### config.mk
export PLATFORM = sky130hd
export DESIGN_NAME = dspace_router
export DESIGN_NICKNAME = d
export VERILOG_FILES = /design/src/rtl/dspace_pkg.sv /design/src/rtl/dspace_decode.sv /design/src/rtl/dspace_ext_seq.sv /design/src/rtl/dspace_rdmux.sv /design/src/rtl/dspace_router.sv
export SDC_FILE = /design/constraint.sdc
export NUM_CORES = 1
export LEC_CHECK = 0
export BUFFER_PORTS_ARGS = -buffer_cell sky130_fd_sc_hd__buf_2
export CORE_UTILIZATION = 35
export DETAILED_ROUTE_END_ITERATION = 8
export GPL_TIMING_DRIVEN = 0
export PLACE_DENSITY = 0.86
export SYNTH_ARGS = -nofsm -noshare
export SYNTH_HDL_FRONTEND = slang
export SYNTH_HIERARCHICAL = 1
export SYNTH_SLANG_ARGS = --single-unit
### constraint.sdc
create_clock -name clk -period 4.3 [get_ports clk]
set_clock_uncertainty 0.1 [all_clocks]
set_input_delay 0.645 -clock clk [delete_from_list [all_inputs] [get_ports clk]]
set_output_delay 0.645 -clock clk [all_outputs]
set_load 0.05 [all_outputs]
### src/rtl/dspace_pkg.sv
package dspace_pkg;
  typedef enum logic [1:0] {
    RGN_REG  = 2'd0,
    RGN_IO   = 2'd1,
    RGN_SRAM = 2'd2,
    RGN_EXT  = 2'd3
  } region_e;
endpackage

### src/rtl/dspace_decode.sv
module dspace_decode
  import dspace_pkg::*;
#(
  parameter int ADDR_W     = 16,
  parameter int REG_CNT    = 32,
  parameter int IO_CNT     = 64,
  parameter int SRAM_BYTES = 512,
  localparam int REG_W     = $clog2(REG_CNT),
  localparam int IO_W      = $clog2(IO_CNT),
  localparam int SRAM_W    = $clog2(SRAM_BYTES)
) (
  input  logic [ADDR_W-1:0] addr,
  output region_e           region,
  output logic [REG_W-1:0]  reg_idx,
  output logic [IO_W-1:0]   io_idx,
  output logic [SRAM_W-1:0] sram_off
);
  localparam int IO_BASE   = REG_CNT;
  localparam int SRAM_BASE = REG_CNT + IO_CNT;
  localparam int EXT_BASE  = SRAM_BASE + SRAM_BYTES;

  always_comb begin
    if (addr < ADDR_W'(IO_BASE))        region = RGN_REG;
    else if (addr < ADDR_W'(SRAM_BASE)) region = RGN_IO;
    else if (addr < ADDR_W'(EXT_BASE))  region = RGN_SRAM;
    else                                region = RGN_EXT;
  end

  assign reg_idx  = REG_W'(addr);
  assign io_idx   = IO_W'(addr - ADDR_W'(IO_BASE));
  assign sram_off = SRAM_W'(addr - ADDR_W'(SRAM_BASE));
endmodule

### src/rtl/dspace_ext_seq.sv
module dspace_ext_seq #(
  parameter int CNT_W = 2
) (
  input  logic clk,
  input  logic rst,
  input  logic go,
  input  logic wait_en,
  output logic done
);
  logic [CNT_W-1:0] cnt_q;
  logic [CNT_W-1:0] need;

  assign need = wait_en ? CNT_W'(2) : CNT_W'(1);
  assign done = go && (cnt_q == need);

  always_ff @(posedge clk) begin
    if (rst || !go || done) cnt_q <= '0;
    else                    cnt_q <= cnt_q + CNT_W'(1);
  end
endmodule

### src/rtl/dspace_rdmux.sv
module dspace_rdmux
  import dspace_pkg::*;
#(
  parameter int DATA_W = 8
) (
  input  region_e           region,
  input  logic              ext_ok,
  input  logic [DATA_W-1:0] reg_rd,
  input  logic [DATA_W-1:0] io_rd,
  input  logic [DATA_W-1:0] sram_rd,
  input  logic [DATA_W-1:0] ext_rd,
  output logic [DATA_W-1:0] rd
);
  always_comb begin
    unique case (region)
      RGN_REG:  rd = reg_rd;
      RGN_IO:   rd = io_rd;
      RGN_SRAM: rd = sram_rd;
      default:  rd = ext_ok ? ext_rd : '0;
    endcase
  end
endmodule

### src/rtl/dspace_router.sv
module dspace_router
  import dspace_pkg::*;
#(
  parameter int ADDR_W     = 16,
  parameter int DATA_W     = 8,
  parameter int REG_CNT    = 32,
  parameter int IO_CNT     = 64,
  parameter int SRAM_BYTES = 512,
  localparam int REG_W     = $clog2(REG_CNT),
  localparam int IO_W      = $clog2(IO_CNT),
  localparam int SRAM_W    = $clog2(SRAM_BYTES)
) (
  input  logic              clk,
  input  logic              rst,
  input  logic              xmem_en,
  input  logic              xmem_wait,
  input  logic              req_valid,
  input  logic              req_write,
  input  logic [ADDR_W-1:0] req_addr,
  input  logic [DATA_W-1:0] req_wdata,
  output logic              req_ready,
  output logic [DATA_W-1:0] req_rdata,
  output logic              reg_sel,
  output logic [REG_W-1:0]  reg_idx,
  input  logic [DATA_W-1:0] reg_rdata,
  output logic              io_sel,
  output logic [IO_W-1:0]   io_idx,
  input  logic [DATA_W-1:0] io_rdata,
  output logic              sram_sel,
  output logic [SRAM_W-1:0] sram_addr,
  input  logic [DATA_W-1:0] sram_rdata,
  output logic              int_we,
  output logic [DATA_W-1:0] int_wdata,
  output logic [ADDR_W-1:0] ext_addr,
  output logic [DATA_W-1:0] ext_dout,
  input  logic [DATA_W-1:0] ext_din,
  output logic              ext_rd_n,
  output logic              ext_wr_n
);
  region_e           region;
  logic [REG_W-1:0]  dec_reg;
  logic [IO_W-1:0]   dec_io;
  logic [SRAM_W-1:0] dec_sram;
  logic              on_chip, ext_go, ext_done;
  logic [DATA_W-1:0] mux_rd;

  dspace_decode #(
    .ADDR_W(ADDR_W), .REG_CNT(REG_CNT), .IO_CNT(IO_CNT), .SRAM_BYTES(SRAM_BYTES)
  ) u_decode (
    .addr(req_addr), .region(region),
    .reg_idx(dec_reg), .io_idx(dec_io), .sram_off(dec_sram)
  );

  assign on_chip = req_valid && (region != RGN_EXT);
  assign ext_go  = req_valid && (region == RGN_EXT) && xmem_en;

  dspace_ext_seq #(.CNT_W(2)) u_seq (
    .clk(clk), .rst(rst), .go(ext_go), .wait_en(xmem_wait), .done(ext_done)
  );

  dspace_rdmux #(.DATA_W(DATA_W)) u_rdmux (
    .region(region), .ext_ok(xmem_en),
    .reg_rd(reg_rdata), .io_rd(io_rdata), .sram_rd(sram_rdata), .ext_rd(ext_din),
    .rd(mux_rd)
  );

  assign req_ready = !ext_go || ext_done;
  assign req_rdata = (req_valid && !req_write && req_ready) ? mux_rd : '0;

  assign reg_sel   = req_valid && (region == RGN_REG);
  assign io_sel    = req_valid && (region == RGN_IO);
  assign sram_sel  = req_valid && (region == RGN_SRAM);
  assign reg_idx   = reg_sel  ? dec_reg  : '0;
  assign io_idx    = io_sel   ? dec_io   : '0;
  assign sram_addr = sram_sel ? dec_sram : '0;
  assign int_we    = on_chip && req_write;
  assign int_wdata = req_wdata;

  assign ext_addr  = ext_go ? req_addr : '0;
  assign ext_dout  = (ext_go && req_write) ? req_wdata : '0;
  assign ext_rd_n  = !(ext_go && !req_write);
  assign ext_wr_n  = !(ext_go && req_write);
endmodule

==> reports/summary.txt <==
Relative slew margins - 76.64%
share of post-route cells with drive strength above 1 - 59.79%
Post-Syn Area - 1150 sq um
part of the Yosys area used for sequential elements - 3.482%
Final #Nets - 356
Slew Limit Fails - 0
count of final hold-check violations - 0
drt via density - 4.537
first-pass GRT wire length - 5589 um
Layout area overhead - 63.11%
crit path max fanout - 12
number of antenna diodes - 0
Tcrit/Tclk final - 94.62%
Synth Net Count - 223
placed wire-length estimate - 2945 um
WL/cell - 11.06 um
VDD IR max - 0.1340 mV
Placed Area - 1846 sq um
Hold Path End - u_seq/cnt_q[0]$_SDFF_PP0_
Top Ports - 129
GP Congestion - 0.7523
Hold Path Stages - 1
Largest regs - u_seq/cnt_q: 2 flops
TritonCTS Buffers - 3
#FFs+latches synth - 2
Lkg Pwr - 1.114 nW
ANT nets after route - 0
Rows - 20
Critical R2R Capture - u_seq/cnt_q[1]$_SDFF_PP0_
vias in the first global route - 1345
initial antenna violation count - 0
Final Util - 60.93%
CTS root buffer - clkbuf_4
post-CTS setup buffers - 0
maxcap violations - 0
Die X - 59.32 um
Post-synth EDFFs - 0
H-tree depth - 1
FF-to-FF path depth - 2
CP endpoint kind - output port
Total GRT Usage - 20.46%
Initial Utilization - 37.36%
crit path launch - req_addr[13]
Startpoint Class - input port
DR vias - 1520
CTS tree - done
final non-filler cell total - 335
Longest Clk Path Bufs - 2
PwrDens - 115.0 nW/um^2
mean post-synth cell area - 7.187 sq um
Overflow after GRT - 0
CTS clk-pin slew, worst paths - 0.03 ns
Post-Route WL - 3704 um
Clock Sinks - 2
CP arrival - 3.32 ns
Hold/Removal Path Class - reg -> reg
Die Area - 3518 sq um
minimum clock period - 4.069 ns
synth unique cells - 33
1st-pass router iterations - 4
Reg2Reg Setup Slack - 3.24 ns
initial DRC count - 49
post-route setup TNS - 0 ns
Core ar. - 3078 sq um
worst r2r src - u_seq/cnt_q[1]$_SDFF_PP0_
Worst-Margin Slew - 0.3504 ns
result of the run - finished clean
design area - 1876 sq um
Clock Latency Late Sink - 0.22 ns
DRC Markers - 0
fmax - 0.2458 GHz
Biggest register - u_seq/cnt_q
Port-buffer cells - 128
Async S/R FF share, synth - 0%
CP required - 3.56 ns
Die Ht - 59.32 um
Warnings, synthesis - 6
final setup violation count - 0
RSZ-0062 raised after global routing - no
min-delay src - u_seq/cnt_q[0]$_SDFF_PP0_
CP Class - in -> out
placed insts - 332
Cells after Synth - 160
largest net degree at the start of global routing - 14
main flop type after synthesis - dfxtp_1
max reg flops - 2
## where the power goes
group | internal (W) | switching, W
combinational | 0.0000637 | 0.0000906
clock | 0.0000308 | 0.0000111
sequential | 0.0000192 | 0.000000446
total | 0.000114 | 0.000102
## how the worst max path moves through the flow
stage                         to  slack, ns  cells after the start
global placement    req_rdata[7]       0.14                     11
CTS                 req_rdata[7]       0.09                     11
floorplan           req_rdata[5]      -0.13                      9
finish              req_rdata[7]       0.23                     11
global route        req_rdata[7]       0.06                     11
detailed placement  req_rdata[4]       0.12                     11
## cells in the mapped netlist, drive strengths merged (2+ instances only)
master / n / share of area (%)
clkbuf: 3 / 0.98
nand2b: 3 / 1.6
a21boi: 2 / 1.3
nor2b: 14 / 7.6
xor2: 2 / 1.5
nor4bb: 2 / 1.7
dfxtp: 2 / 3.5
nand2: 3 / 0.98
and3b: 2 / 1.5
a211oi: 8 / 5.2
nor3: 2 / 1.3
or3b: 2 / 1.5
buf: 32 / 20
and3: 9 / 4.9
nand3b: 2 / 1.3
and4bb: 6 / 6.5
and2: 39 / 21
a21oi: 16 / 7.0
## what timing repair did
action	4_1_cts	5_1_grt
setup endpoints to repair	0	6
gates resized for setup	0	2
hold buffers	0	0
## final cells by class
cell class	count	area (sq um)
Buffer	35	245.2
Clock buffer	3	22.52
Fill cell	312	1202
Inverter	1	3.754
Multi-Input combinational cell	122	868.3
Sequential cell	2	40.04
Tap cell	44	55.05
Timing Repair Buffer	128	640.6
## routing by layer
metal / part of all wire (%) / vias up / GRT usage [%]
met3: 7.5 / 0 / 3.275
met5: 0 / - / 0
met2: 49 / 71 / 38.52
met4: 0 / 0 / 5.102
li1: - / 795 / -
met1: 43 / 654 / 23.65
## stage by stage
step                       power, W  setup slack, ns  hold WS, ns
final                     0.0002158           0.2314       0.3724
after global routing      0.0002331          0.05869       0.3931
after CTS                 0.0002193          0.09490       0.3682
after detailed placement  0.0001741           0.1161       0.3641
after global placement    0.0001721           0.1408       0.3501
after floorplan           0.0001219          -0.1318       0.3334
## kinds of logic (layout without fill, tap and decap cells)
kind of cell	Yosys count	count (layout)	synth area share (%)
compound gates	28	28	14.91
xor+xnor	3	3	2.286
fa+ha+maj	1	1	1.088
buf+inv	36	167	21.65
flops	2	2	3.482
mux	1	1	1.959
simple gates	89	89	54.62
## critical path, cell delays in order
cell and delay [ns]:
buf_2 0.10, or4_1 0.53, nor3_2 0.21, nand3_2 0.28
and4_1 0.24, buf_4 0.16, buf_6 0.14, a21boi_1 0.13
and4b_1 0.40, and4bb_2 0.27, buf_2 0.21
## cell usage in the layout (no fill, tap or decap), types with 2 or more instances in the layout
cell,instances
nand2_1,2
clkbuf_4,3
and4bb_2,6
buf_2,132
a21oi_1,16
nor2b_1,14
a211oi_1,8
nand3b_1,2
nor4bb_1,2
nand2b_1,3
and3b_1,2
xor2_1,2
or3b_1,2
clkbuf_1,3
buf_4,27
and2_1,39
dfxtp_1,2
and3_1,9
Power figures use the tool's default switching activity.
